$ cat config.mk
export PLATFORM = sky130hd
export DESIGN_NAME = baud_tick_gen
export DESIGN_NICKNAME = d
export VERILOG_FILES = /design/src/rtl/baud_pkg.sv /design/src/rtl/bg_ctl_regs.sv /design/src/rtl/bg_prescaler.sv /design/src/rtl/bg_reload_counter.sv /design/src/rtl/baud_tick_gen.sv
export SDC_FILE = /design/constraint.sdc
export NUM_CORES = 1
export LEC_CHECK = 0
export CAP_MARGIN = 20
export CORE_AREA = 2 2 72 74
export CTS_CLUSTER_DIAMETER = 50
export DETAILED_ROUTE_END_ITERATION = 12
export DIE_AREA = 0 0 74 76
export GPL_ROUTABILITY_DRIVEN = 0
export SETUP_SLACK_MARGIN = 0.5
export SLEW_MARGIN = 30
export SYNTH_ARGS = -nofsm -noshare
export SYNTH_HDL_FRONTEND = slang
export SYNTH_HIERARCHICAL = 1
export SYNTH_SLANG_ARGS = --single-unit
$ cat constraint.sdc
create_clock -name clk -period 2.6 [get_ports clk]
set_input_delay 0.52 -clock clk [delete_from_list [all_inputs] [get_ports clk]]
set_output_delay 0.52 -clock clk [all_outputs]
set_load 0.05 [all_outputs]
$ cat src/rtl/baud_pkg.sv
package baud_pkg;

  // Control state of the generator
  typedef struct packed {
    logic run;
    logic frac;
    logic byp;
  } bg_ctl_t;

  // Build the control word from the written fields
  function automatic bg_ctl_t pack_ctl(input logic run, input logic frac, input logic byp);
    bg_ctl_t c;
    c.run  = run;
    c.frac = frac;
    c.byp  = byp;
    return c;
  endfunction

  // Tick period in clock cycles for a reload value and prescaler choice
  function automatic int unsigned tick_period(input int unsigned rld, input logic byp);
    return byp ? (rld + 1) : (2 * (rld + 1));
  endfunction

  // Next count value of the reload counter on an enabled step
  function automatic logic [31:0] count_step(input logic [31:0] cur, input logic [31:0] rld);
    return (cur == 32'd0) ? rld : (cur - 32'd1);
  endfunction

endpackage

$ cat src/rtl/bg_ctl_regs.sv
module bg_ctl_regs
  import baud_pkg::*;
#(
  parameter int RLD_W = 8
) (
  input  logic             clk,
  input  logic             rst_n,
  input  logic             ctl_we,
  input  logic             ctl_run,
  input  logic             ctl_frac,
  input  logic             ctl_byp,
  input  logic             rld_we,
  input  logic [RLD_W-1:0] rld_wdata,
  output bg_ctl_t          ctl_q,
  output bg_ctl_t          ctl_nxt,
  output logic             start,
  output logic [RLD_W-1:0] rld_q,
  output logic [RLD_W-1:0] active_rld
);

  bg_ctl_t ctl_new;

  assign ctl_new = pack_ctl(ctl_run, ctl_frac, ctl_byp);
  assign ctl_nxt = ctl_we ? ctl_new : ctl_q;
  // Rising edge of the run field
  assign start   = ctl_we & ctl_run & ~ctl_q.run;

  always_ff @(posedge clk or negedge rst_n) begin
    if (!rst_n) begin
      ctl_q <= '0;
    end else if (ctl_we) begin
      ctl_q <= ctl_new;
    end
  end

  // Stored reload: always writable, used only at start
  always_ff @(posedge clk or negedge rst_n) begin
    if (!rst_n) begin
      rld_q <= '0;
    end else if (rld_we) begin
      rld_q <= rld_wdata;
    end
  end

  // Active reload copy: captured only on a start
  always_ff @(posedge clk or negedge rst_n) begin
    if (!rst_n) begin
      active_rld <= '0;
    end else if (start) begin
      active_rld <= rld_q;
    end
  end

endmodule

$ cat src/rtl/bg_prescaler.sv
module bg_prescaler (
  input  logic clk,
  input  logic rst_n,
  input  logic clr,
  input  logic adv,
  input  logic byp,
  output logic en
);

  logic phase_q;

  always_ff @(posedge clk or negedge rst_n) begin
    if (!rst_n) begin
      phase_q <= 1'b0;
    end else if (clr) begin
      phase_q <= 1'b0;
    end else if (adv && !byp) begin
      phase_q <= ~phase_q;
    end
  end

  assign en = adv & (byp | phase_q);

endmodule

$ cat src/rtl/bg_reload_counter.sv
module bg_reload_counter
  import baud_pkg::*;
#(
  parameter int RLD_W = 8
) (
  input  logic             clk,
  input  logic             rst_n,
  input  logic             load,
  input  logic [RLD_W-1:0] load_val,
  input  logic [RLD_W-1:0] reload_val,
  input  logic             step,
  output logic             term,
  output logic [RLD_W-1:0] cnt
);

  localparam int PAD_W = 32 - RLD_W;

  logic [31:0] nxt_wide;

  assign nxt_wide = count_step({{PAD_W{1'b0}}, cnt}, {{PAD_W{1'b0}}, reload_val});
  assign term     = step & (cnt == '0);

  always_ff @(posedge clk or negedge rst_n) begin
    if (!rst_n) begin
      cnt <= '0;
    end else if (load) begin
      cnt <= load_val;
    end else if (step) begin
      cnt <= nxt_wide[RLD_W-1:0];
    end
  end

endmodule

$ cat src/rtl/baud_tick_gen.sv
module baud_tick_gen
  import baud_pkg::*;
#(
  parameter int RLD_W = 8
) (
  input  logic             clk,
  input  logic             rst_n,
  input  logic             ctl_we,
  input  logic             ctl_run,
  input  logic             ctl_prediv_bypass,
  input  logic             ctl_frac_en,
  input  logic             rld_we,
  input  logic [RLD_W-1:0] rld_wdata,
  output logic             tick16x
);

  bg_ctl_t          ctl_q;
  bg_ctl_t          ctl_nxt;
  logic             start_w;
  logic [RLD_W-1:0] rld_w;
  logic [RLD_W-1:0] active_w;
  logic [RLD_W-1:0] cnt_w;
  logic             adv_w;
  logic             step_w;
  logic             term_w;
  logic             run_w;
  logic             frac_w;
  logic             byp_w;
  logic             tick_q;

  assign run_w  = ctl_q.run;
  assign frac_w = ctl_q.frac;
  assign byp_w  = ctl_q.byp;
  assign adv_w  = run_w & ~frac_w;

  bg_ctl_regs #(.RLD_W(RLD_W)) u_regs (
    .clk        (clk),
    .rst_n      (rst_n),
    .ctl_we     (ctl_we),
    .ctl_run    (ctl_run),
    .ctl_frac   (ctl_frac_en),
    .ctl_byp    (ctl_prediv_bypass),
    .rld_we     (rld_we),
    .rld_wdata  (rld_wdata),
    .ctl_q      (ctl_q),
    .ctl_nxt    (ctl_nxt),
    .start      (start_w),
    .rld_q      (rld_w),
    .active_rld (active_w)
  );

  bg_prescaler u_pre (
    .clk   (clk),
    .rst_n (rst_n),
    .clr   (start_w),
    .adv   (adv_w),
    .byp   (byp_w),
    .en    (step_w)
  );

  bg_reload_counter #(.RLD_W(RLD_W)) u_cnt (
    .clk        (clk),
    .rst_n      (rst_n),
    .load       (start_w),
    .load_val   (rld_w),
    .reload_val (active_w),
    .step       (step_w),
    .term       (term_w),
    .cnt        (cnt_w)
  );

  // Registered tick, squashed when this edge stops or freezes the generator
  always_ff @(posedge clk or negedge rst_n) begin
    if (!rst_n) begin
      tick_q <= 1'b0;
    end else begin
      tick_q <= term_w & ctl_nxt.run & ~ctl_nxt.frac;
    end
  end

  assign tick16x = tick_q;

endmodule

==> After elaboration in Yosys (flattened, before gate mapping) <==
Cells that the tools add are included.
{ "op_classes": {"addsub": 1, "muxes": 6, "bitwise_logic": 12, "reduce_logical": 5} }
{ "op_table": {"columns": ["cell", "count"], "rows": [
  ["8-bit two-way mux", 3],
  ["8-bit logical NOT", 1],
  ["8-bit by 1-bit subtractor with 8-bit output, second input constant", 1],
  ["1-bit bitwise AND", 7],
  ["1-bit NOT", 4],
  ["2-bit nonzero test", 2],
  ["3-bit two-way mux", 1],
  ["1-bit two-way mux", 2],
  ["1-bit logical AND", 1],
  ["1-bit logical NOT", 1],
  ["1-bit OR", 1]
]} }
{ "totals": {"ff_bits": 29, "inputBits": 15, "output_inout_bits": 1} }

==> Depth between registers and ports, before layout <==
Gate-level depths: netlist of run 1.
{ "depth": {"depth_word": 6, "depth_mapped": 8, "depth_no_buf": 6} }

==> Modules after synthesis <==
Netlist of run 1, hierarchy kept.
{ "by_module_without_submodules": {"columns": ["module", "instances", "cells_per_inst", "area_per_inst_um2", "seq_area_each_um2"], "rows": [
  ["bg_ctl_regs", 1, 41, 718.2, 475.5],
  ["bg_reload_counter", 1, 75, 608.1, 200.2],
  ["bg_prescaler", 1, 6, 61.3, 25.0],
  ["baud_tick_gen", 1, 3, 40.0, 25.0]
]} }

==> Worst setup path before layout of run 1 <==
No wires, ideal clock.
{ "synth_path": {"path_kind": "flip-flop to flip-flop", "from": "reg u_cnt.cnt[0]", "to": "reg u_cnt.cnt[1]", "setup_ns": 0.064, "t_arrival_ns": 1.825, "required_ns": 2.536, "setup_slack_ns": 0.710, "stages_incl_launch_ff": 9, "n_path_buf": 2, "cell_sequence": "dfrtp_1 -> inv_1 -> ha_1 -> or3b_2 -> clkbuf_1 -> or2_0 -> buf_2 -> a21oi_1 -> a221o_2"} }
{ "synth_between": {"elab_chain_len": 4, "word_cells_on_any_way": 5, "classes_between": "add/sub: 1; mux: 3; reduce/logical: 1"} }
{ "synth_lines": {"columns": ["element", "line_no", "text"], "rows": [
  ["from (decl)", "bg_reload_counter.sv:13", "output logic [RLD_W-1:0] cnt"],
  ["from (signal assigned)", "bg_reload_counter.sv:27", "cnt <= load_val;"],
  ["from (signal assigned)", "bg_reload_counter.sv:29", "cnt <= nxt_wide[RLD_W-1:0];"],
  ["8-bit by 1-bit subtractor with 8-bit output / 8-bit logical NOT (equally long branches)", "baud_pkg.sv:26", "return (cur == 32'd0) ? rld : (cur - 32'd1);"],
  ["8-bit two-way mux (*)", "baud_pkg.sv:26", null],
  ["8-bit two-way mux (*)", "bg_reload_counter.sv:28", "end else if (step) begin"],
  ["8-bit two-way mux (*)", "bg_reload_counter.sv:26", "end else if (load) begin"]
]} }
Mark *: on every way between the ends. The rest lies on a longest branch, timed or not. The select of a mux whose other input is x is not followed.
A chain may end at the register's enable or synchronous reset.

==> Worst setup path in the final report of run 1 <==
{ "layout_path": {"from": "reg u_cnt.cnt[0]", "to": "reg u_cnt.cnt[5]"} }
The elaborated chain is that of the path after synthesis.

==> summary.txt, run 1 <==
Hold path
  • Hold/Removal Path Class: flip-flop to flip-flop

Timing
  • Sum Neg Setup Slack: 0 ns
  • Min cycle time layout: between 1.5 and 2 ns
  • Clk_skew: roughly 0.0035 ns
  • Final setup viols: 0
  • Slew at the pin closest to its max-slew limit: ~0.49 ns
  • Slew Limit Fails: 0
  • FMAX: 0.508 GHz
  • Period utilization: 0.757
  • Max-slew headroom: 0.673
  • RSZ-0062 raised after global routing: false
  • Endpoints failing hold: 0

Routing
  • Vias per cell: ~4.8
  • Antenna Nets Post-Route: 0
  • DR WL/cell: 13.5 um
  • DR top layer: met4
  • Vias: slightly above 1k
  • Met2 WL: 1450 um
  • First DRT Iteration DRCs: 52
  • Detailed Route WL: 2910 um
  • WL met1: roughly 1300 um
  • Drt pass-1 iters: 4
  • Routed met3 length: approximately 110 um
  • DR DRC count: 0

CTS
  • Worst-Skew Late Latency: roughly 0.28 ns
  • CTS Hold Bufs: 0
  • Cts bufs inserted: 5
  • Root buf cell: clkbuf_8
  • Clock sinks: 29
  • CTS Buffer Depth: 2
  • TritonCTS clock tree: yes
  • Htree depth: 2
  • Clock-pin slew on the worst setup and hold paths: around 0.060 ns

Layout
  • Synth-to-layout area growth: 25.4%
  • Commonest non-fill, non-tap cell in the layout: dfrtp_1
  • FILL cells: between 400 and 500
  • Nets: between 150 and 200
  • Share of post-route cells with drive strength above 1: 0.269
  • N_diodes: 0
  • Most frequent cells in the layout: dfrtp_1 (29), mux2_2 (20), clkdlybuf4s50_1 (15)
  • Final Cell Area: 0.00179 mm^2

Synthesis
  • Register area share after synthesis: 0.508
  • Syn Area/Cell: approximately 11 um^2
  • Syn nets: 142
  • Post-synthesis async set-or-reset flop share: 1.00
  • Largest area contributor in the netlist: dfrtp_1
  • Synth top area share: 0.508
  • Synth Flop Type: dfrtp_1
  • Gate Count Post-Synth: ~130
  • Area of the mapped netlist: between 0.001 and 0.0015 mm^2
  • Count of cell types in the netlist: 33
  • Ys Warns: 6
  • Synth Register Bits: 29
  • Post-synth EDFFs: 0
  • Synth area leaders: dfrtp_1 (51%), mux2_2 (16%), o21ai_0 (3.9%)

Global routing
  • GRT Total Usage: 0.116
  • Vias in the first global route: approximately 1.0k
  • Total grt overflow: 0
  • First-pass GRT wire length: a little under 5000 um
  • Largest net degree at the start of global routing: 30
  • Initial antenna violation count: 0

Placement
  • Area after DPL: ~0.0016 mm^2
  • DP Wirelength: 2070 um
  • PortBufs: 15

Flow run
  • Max Cap Viol: 0

Power and ir drop
  • Total chip power: ~1.7 mW
  • Pwr dens: between 900 and 1000 mW/mm^2
  • Leakage: between 0.7 and 0.8 nW
  • Maximum VDD drop: roughly 0.24 mV

Critical path
  • Largest fanout on the critical path: 7
  • Crit path kind: flip-flop to flip-flop
  • Critical path arrival: 2.13 ns
  • Data required time at the worst endpoint: about 2.8 ns
  • Crit path capture type: flip-flop
  • Startpoint types: flip-flop

Die
  • Die footprint: 0.00562 mm^2
  • Die Y: roughly 76 um
  • Row cnt: 26
  • Initial core utilization: 0.291
  • DIE WIDTH: 74 um
  • I/O pin total: 16
  • Core area: 0.00491 mm^2

Outcome
  • Status: completed
## area by class of cell
class,count,area (um^2),share of cell area
tap,70,87.6,0.0489
timing repair buffer,19,180,0.101
multi-input combinational,86,666,0.372
sequential,29,726,0.405
inverter,3,15.0,0.00839
clock buffer,7,86.3,0.0482
clock inverter,1,30.0,0.0168
## report_power, final
part	leakage, nW	switching, mW	internal, mW	total [mW]
Clock	0.0585	0.168	0.312	0.480
Combinational	0.334	0.257	0.265	0.522
Sequential	0.350	0.112	0.568	0.680
Total	0.742	0.537	1.14	1.68
## path summary, 6_finish.rpt
| path | end | cells after the start | slack [ns] | from |
|---|---|---|---|---|
| max in group asynchronous | u_regs/ctl_q[2] | 2 | 1.70 | rst_n |
| max reg2reg | u_cnt/cnt[5] | 6 | 0.63 | u_cnt/cnt[0] |
| min | u_regs/active_rld[2] | 1 | 0.51 | u_regs/active_rld[2] |
| min reg2reg | u_regs/active_rld[2] | 1 | 0.51 | u_regs/active_rld[2] |
| max | u_cnt/cnt[5] | 6 | 0.63 | u_cnt/cnt[0] |
| min in group asynchronous | u_regs/rld_q[1] | 2 | 0.62 | rst_n |
## registers in the layout (all words and copies together) (netlist names)
register,cells
u_cnt/cnt,8
u_regs/active_rld,8
u_regs/rld_q,8
u_regs/ctl_q,3
tick16x,1
u_pre/phase_q,1
## synth_stat cells, types with 2 or more instances
master / n
dfrtp_1: 29
mux2_2: 20
o21ai_0: 11
a21oi_1: 9
nor3b_1: 7
nor3_1: 6
nor2_1: 4
nor2b_1: 4
buf_2: 3
clkbuf_1: 3
inv_1: 3
a221o_1: 2
ha_1: 2
nand2_1: 2
xor2_1: 2
## kinds of logic (layout without fill, tap and decap cells)
family / Yosys count / in the layout / share of synthesized area
buffers and inverters: 10 / 30 / 0.0289
AO/OA/AOI/OAI: 27 / 27 / 0.115
XOR/XNOR: 3 / 3 / 0.0184
AND/OR/NAND/NOR: 34 / 34 / 0.154
multiplexers: 20 / 20 / 0.158
adder cells (fa/ha/maj): 2 / 2 / 0.0175
flip-flops: 29 / 29 / 0.508
## metal layers
| metal | vias to the layer above | global-route usage |
|---|---|---|
| met5 | - | 0 |
| met4 | 0 | 0.0727 |
| met3 | 7 | 0.0265 |
| met2 | 22 | 0.175 |
| met1 | 512 | 0.148 |
| li1 | 489 | - |
## stage by stage
step / setup WS (ns) / hold WS [ns] / util / cells
after global routing: 0.551 / 0.529 / 0.364 / 215
after global placement: 0.259 / 0.494 / 0.334 / 204
after detailed placement: 0.178 / 0.500 / 0.334 / 204
after CTS: 0.476 / 0.515 / 0.358 / 212
after floorplan: 0.710 / 0.224 / - / 125
final: 0.631 / 0.511 / 0.364 / 215
## worst max-delay path, stage by stage (launching register included)
cell and delay, ns:
dfrtp_1 0.41, inv_1 0.13, ha_1 0.19, or3b_2 0.53
or2_4 0.29, o21ai_0 0.19, o21ai_0 0.10
## timing repair
action | in CTS | in global routing
setup endpoints to repair | 2 | 8
setup buffers | 0 | 3
resized for setup | 0 | 5
Note: power is estimated with default switching activity, not from simulation.
==> run 2: changes to the inputs <==
==> constraint.sdc (replaced) <==
create_clock -name clk -period 1.8 [get_ports clk]
set_input_delay 0.36 -clock clk [delete_from_list [all_inputs] [get_ports clk]]
set_output_delay 0.36 -clock clk [all_outputs]
set_load 0.05 [all_outputs]
==> summary.txt, run 2 (synthesized netlist as in run 1, its figures left out) <==
CTS
  • Htree depth: 2 (unchanged)
  • CTS Buffer Depth: 2 (unchanged)
  • CTS Hold Bufs: 0 (unchanged)
  • Clock sinks: 29 (unchanged)
  • Clock-pin slew on the worst setup and hold paths: 0.06 ns (about the same)
  • TritonCTS clock tree: yes (unchanged)
  • Worst-Skew Late Latency: 0.28 ns (about the same)
  • Root buf cell: clkbuf_8 (unchanged)
  • Cts bufs inserted: 5 (unchanged)

Layout
  • N_diodes: 0 (unchanged)
  • Top Registers: u_cnt/cnt x8, u_regs/active_rld x8, u_regs/rld_q x8 (unchanged)
  • Commonest non-fill, non-tap cell in the layout: dfrtp_1 (unchanged)
  • FILL cells: 472 (was 464)
  • Nets: 185 (was 161)
  • Multi-input gate area: 742 um^2 (was 666 um^2)
  • Non-Filler Instances: 239 (was 215)
  • Seq. cell area: 726 um^2 (unchanged)
  • Synth-to-layout area growth: 41.4% (was 25.4%)
  • Share of post-route cells with drive strength above 1: 0.467 (was 0.269)
  • Most frequent cells in the layout: dfrtp_1 (29), buf_4 (26), mux2_2 (20) (was dfrtp_1 (29), mux2_2 (20), clkdlybuf4s50_1 (15))

Power and ir drop
  • Leakage: 0.869 nW (was 0.742 nW)
  • Psw: 982 uW (was 537 uW)
  • Maximum VDD drop: 0.560 mV (was 0.240 mV)
  • Total chip power: 2.80 mW (was 1.68 mW)
  • Pint: 1.81 mW (was 1.14 mW)
  • Pwr dens: 1390 mW/mm^2 (was 939 mW/mm^2)
  • Sw Share: 0.351 (was 0.319)
  • Combinational share of power: 0.483 (was 0.310)
  • Sequential Power Share: 0.335 (was 0.404)
  • Part of the power in the clock network: 0.182 (was 0.286)

Routing
  • Vias per cell: 4.69 (was 4.79)
  • DR WL/cell: 14.6 um (was 13.5 um)
  • Vias: 1,120 (was 1,030)
  • DR DRC count: 0 (unchanged)
  • Antenna Nets Post-Route: 0 (unchanged)
  • First DRT Iteration DRCs: 19 (was 52)
  • Drt pass-1 iters: 4 (unchanged)
  • Detailed Route WL: 3480 um (was 2910 um)

Timing
  • Endpoints failing hold: 0 (unchanged)
  • Slew Limit Fails: 0 (unchanged)
  • Min Hold Slack: 0.473 ns (was 0.511 ns)
  • Period utilization: 0.947 (was 0.757)
  • Final setup viols: 0 (unchanged)
  • RSZ-0062 raised after global routing: true (was false)
  • Clk_skew: 0.00289 ns (was 0.00353 ns)
  • FMAX: 0.586 GHz (was 0.508 GHz)
  • Slew at the pin closest to its max-slew limit: 0.399 ns (was 0.489 ns)
  • Max-slew headroom: 0.734 (was 0.673)
  • Min cycle time layout: 1.71 ns (was 1.97 ns)

Global routing
  • First-pass GRT wire length: 5820 um (was 4920 um)
  • GRT Total Usage: 0.138 (was 0.116)
  • Vias in the first global route: 1,248 (was 1,040)
  • Total grt overflow: 0 (unchanged)
  • Largest net degree at the start of global routing: 30 (unchanged)
  • Initial antenna violation count: 0 (unchanged)

Critical path
  • Crit path capture type: flip-flop (unchanged)
  • Largest fanout on the critical path: 5 (was 7)
  • Startpoint types: flip-flop (unchanged)
  • Crit path kind: flip-flop to flip-flop (unchanged)
  • Data required time at the worst endpoint: 1.96 ns (was 2.76 ns)
  • Critical path arrival: 1.87 ns (was 2.13 ns)

Die
  • Row cnt: 26 (unchanged)
  • Core area: 0.00491 mm^2 (unchanged)
  • I/O pin total: 16 (unchanged)
  • Initial core utilization: 0.291 (unchanged)
  • DIE WIDTH: 74 um (unchanged)
  • Die Y: 76 um (unchanged)
  • Die footprint: 0.00562 mm^2 (unchanged)

Hold path
  • Hold/Removal Path Class: input pin to async pin (was flip-flop to flip-flop)

Flow run
  • Max Cap Viol: 0 (unchanged)

Placement
  • DP Cell Count: 222 (was 204)
  • DP Wirelength: 2450 um (was 2070 um)
  • PortBufs: 15 (unchanged)

Outcome
  • Status: completed (unchanged)
[run 2: cell count changes in the layout (fill, tap and decap cells not counted), moves of 3 or more]
cell             change
buf_4               +22
o21ai_0              -8
clkdlybuf4s50_1      -4
o21ai_1              +4
o21ai_2              +4
a21oi_1              -3
a21oi_2              +3
buf_6                +3
dlygate4sd2_1        +3
[run 2: area by class of cell]
class                      count  share of cell area
timing repair buffer          43               0.181
tap                           70              0.0434
clock inverter                 2             0.00496
sequential                    29               0.360
multi-input combinational     86               0.368
inverter                       3             0.00744
clock buffer                   6              0.0360
[run 2: worst paths after layout]
kind / startpoint / endpoint / slack, ns / depth (start not counted)
setup / recovery: u_cnt/cnt[1] / u_cnt/cnt[2] / 0.09 / 6
setup reg to reg: u_cnt/cnt[1] / u_cnt/cnt[2] / 0.09 / 6
hold reg to reg: u_regs/active_rld[7] / u_regs/active_rld[7] / 0.53 / 1
max in group asynchronous: rst_n / u_regs/rld_q[3] / 1.05 / 2
hold / removal: rst_n / u_cnt/cnt[7] / 0.47 / 2
min in group clk: u_regs/active_rld[7] / u_regs/active_rld[7] / 0.53 / 1
[run 2: metal layers]
layer / track usage / part of all wire
met1: 0.168 / 0.43
met2: 0.214 / 0.52
met3: 0.0397 / 0.024
met4: 0.0800 / 0.024
met5: 0 / 0
[run 2: what timing repair did]
| action | CTS | global route |
|---|---|---|
| resized for setup | 18 | 2 |
| pin swaps | 5 | 3 |
| buffers inserted | 6 | 3 |
| endpoints found under the setup margin | 18 | 10 |
[run 2: per-stage QoR]
step           area (um^2)  setup slack, ns  TNS [ns]  utilization
5_1_grt               2020           0.0440         0        0.411
6_report              2020           0.0948         0        0.411
3_5_place_dp          1810          -0.0362    -0.118        0.369
2_1_floorplan         1480           0.0391         0            -
3_3_place_gp          1810          -0.0412    -0.194        0.369
4_1_cts               1990           0.0981         0        0.404
[run 2: power by group through the flow]
stage          sequential (mW)  combinational (mW)  clock [mW]
3_5_place_dp             0.937                1.13           0
5_1_grt                  0.956                1.46       0.565
4_1_cts                  0.935                1.26       0.525
3_3_place_gp             0.931                1.09           0
6_report                 0.936                1.35       0.510
2_1_floorplan            0.948               0.697           0
[run 2: critical path: stages, from the launching register on]
cell	delay [ns]
dfrtp_1	0.39
inv_2	0.09
ha_4	0.13
or3b_4	0.42
nor3_1	0.22
a21oi_2	0.05
a221o_1	0.30
==> run 3: changes to the inputs <==
--- a/config.mk
+++ b/config.mk
@@ -5,12 +5,13 @@
 export SDC_FILE = /design/constraint.sdc
 export NUM_CORES = 1
 export LEC_CHECK = 0
-export CAP_MARGIN = 20
+export CAP_MARGIN = 5
 export CORE_AREA = 2 2 72 74
 export CTS_CLUSTER_DIAMETER = 50
 export DETAILED_ROUTE_END_ITERATION = 12
 export DIE_AREA = 0 0 74 76
 export GPL_ROUTABILITY_DRIVEN = 0
+export RECOVER_POWER = 25
 export SETUP_SLACK_MARGIN = 0.5
 export SLEW_MARGIN = 30
 export SYNTH_ARGS = -nofsm -noshare
==> summary.txt, run 3 (synthesized netlist as in run 1, its figures left out) <==
Placement
  • DP Wirelength: 2450 um (unchanged)
  • PortBufs: 15 (unchanged)

Timing
  • Min Hold Slack: 0.528 ns (was 0.473 ns)
  • Clk_skew: 0.00289 ns (unchanged)
  • Period utilization: 0.947 (unchanged)
  • RSZ-0062 raised after global routing: true (unchanged)
  • FMAX: 0.586 GHz (unchanged)
  • Max-slew headroom: 0.509 (was 0.734)
  • Slew Limit Fails: 0 (unchanged)
  • Slew at the pin closest to its max-slew limit: 0.737 ns (was 0.399 ns)
  • Endpoints failing hold: 0 (unchanged)
  • Final setup viols: 0 (unchanged)
  • Min cycle time layout: 1.71 ns (unchanged)
  • Sum Neg Setup Slack: 0 ns (unchanged)

Critical path
  • Crit path capture type: flip-flop (unchanged)
  • Startpoint types: flip-flop (unchanged)
  • Data required time at the worst endpoint: 1.96 ns (about the same)
  • Critical path arrival: 1.87 ns (about the same)
  • Critical R2R Launch: u_cnt/cnt[1] (unchanged)
  • Critical Path Start: u_cnt/cnt[1] (unchanged)
  • Largest fanout on the critical path: 5 (unchanged)
  • Crit path kind: flip-flop to flip-flop (unchanged)

Hold path
  • HP Start: u_regs/active_rld[7]
  • Hold/Removal Path Class: flip-flop to flip-flop (was input pin to async pin)

Routing
  • Antenna Nets Post-Route: 0 (unchanged)
  • Vias per cell: 4.69 (unchanged)
  • First DRT Iteration DRCs: 19 (unchanged)
  • DR DRC count: 0 (unchanged)
  • Detailed Route WL: 3480 um (about the same)
  • DR WL/cell: 14.5 um (was 14.6 um)
  • Drt pass-1 iters: 4 (unchanged)
  • Vias: 1,120 (unchanged)

Layout
  • Commonest non-fill, non-tap cell in the layout: dfrtp_1 (unchanged)
  • Share of post-route cells with drive strength above 1: 0.467 (unchanged)
  • Top Registers: u_cnt/cnt x8, u_regs/active_rld x8, u_regs/rld_q x8 (unchanged)
  • Most frequent cells in the layout: dfrtp_1 (29), buf_4 (25), mux2_2 (20) (was dfrtp_1 (29), buf_4 (26), mux2_2 (20))
  • Nets: 185 (unchanged)
  • Synth-to-layout area growth: 41.2% (was 41.4%)
  • N_diodes: 0 (unchanged)

Die
  • DIE WIDTH: 74 um (unchanged)
  • Die footprint: 0.00562 mm^2 (unchanged)
  • Row cnt: 26 (unchanged)
  • Core area: 0.00491 mm^2 (unchanged)
  • Die Y: 76 um (unchanged)
  • Initial core utilization: 0.291 (unchanged)
  • I/O pin total: 16 (unchanged)

Global routing
  • Initial antenna violation count: 0 (unchanged)
  • First-pass GRT wire length: 5820 um (unchanged)
  • Largest net degree at the start of global routing: 30 (unchanged)
  • Total grt overflow: 0 (unchanged)
  • GRT Total Usage: 0.138 (unchanged)
  • Vias in the first global route: 1,248 (unchanged)

CTS
  • CTS Buffer Depth: 2 (unchanged)
  • TritonCTS clock tree: yes (unchanged)
  • Root buf cell: clkbuf_8 (unchanged)
  • Clock sinks: 29 (unchanged)
  • Htree depth: 2 (unchanged)
  • Worst-Skew Late Latency: 0.28 ns (about the same)
  • Clock-pin slew on the worst setup and hold paths: 0.06 ns (about the same)
  • Cts bufs inserted: 5 (unchanged)

Flow run
  • Max Cap Viol: 0 (unchanged)

Power and ir drop
  • Maximum VDD drop: 0.560 mV (about the same)
  • Pwr dens: 1390 mW/mm^2 (about the same)
  • Leakage: 0.869 nW (about the same)

Outcome
  • Status: completed (unchanged)
## run 3: changes by cell type in the layout (fill, tap and decap cells not counted), sizes merged
cell / before / now
buf: 29 / 28
clkbuf: 6 / 7
clkdlybuf4s50: 11 / 10
dlygate4sd3: 0 / 1
## run 3: path summary, 6_finish.rpt
path                            slack [ns]                    to  cells after the start
worst max-delay path                  0.09          u_cnt/cnt[2]                      6
worst min-delay path                  0.53  u_regs/active_rld[7]                      1
worst max register to register        0.09          u_cnt/cnt[2]                      6
worst min register to register        0.53  u_regs/active_rld[7]                      1
max in group asynchronous             0.66       u_regs/rld_q[3]                      2
min in group asynchronous             0.68          u_cnt/cnt[7]                      2
## run 3: layout make-up
type	count	area, um^2
timing repair buffer	43	363
clock buffer	6	72.6
inverter	3	15.0
sequential	29	726
multi-input combinational	86	742
tap	70	87.6
clock inverter	2	10.0
fill	473	2900
## run 3: report_power, final
group | switching, mW | leakage (nW) | internal (mW) | total [mW]
clock | 0.243 | 0.0450 | 0.267 | 0.510
combinational | 0.624 | 0.475 | 0.725 | 1.35
sequential | 0.115 | 0.350 | 0.820 | 0.936
## run 3: critical path, cell delays in order (launching register included)
cell and delay, ns:
dfrtp_1 0.39, inv_2 0.09, ha_4 0.13, or3b_4 0.42
nor3_1 0.22, a21oi_2 0.05, a221o_1 0.30
## run 3: layer usage
metal | wire (um) | share of wire | GRT usage
met1 | 1500 | 0.43 | 0.168
met2 | 1810 | 0.52 | 0.214
met5 | 0 | 0 | 0
met4 | 83 | 0.024 | 0.0800
met3 | 83 | 0.024 | 0.0397
## run 3: stage by stage
stage / util / cell area, um^2 / setup slack (ns) / cells / total power, mW
floorplan: - / 1480 / 0.0391 / 125 / 1.65
global placement: 0.369 / 1810 / -0.0412 / 222 / 2.02
detailed placement: 0.369 / 1810 / -0.0362 / 222 / 2.07
CTS: 0.404 / 1990 / 0.0981 / 236 / 2.72
global route: 0.410 / 2020 / 0.0440 / 239 / 2.98
finish: 0.410 / 2020 / 0.0948 / 239 / 2.79
## run 3: timing repair
action,4_1_cts,5_1_grt
setup buffers,6,3
setup endpoints to repair,18,10
pin swaps,5,3
hold buffers,0,0
gates resized for setup,18,2
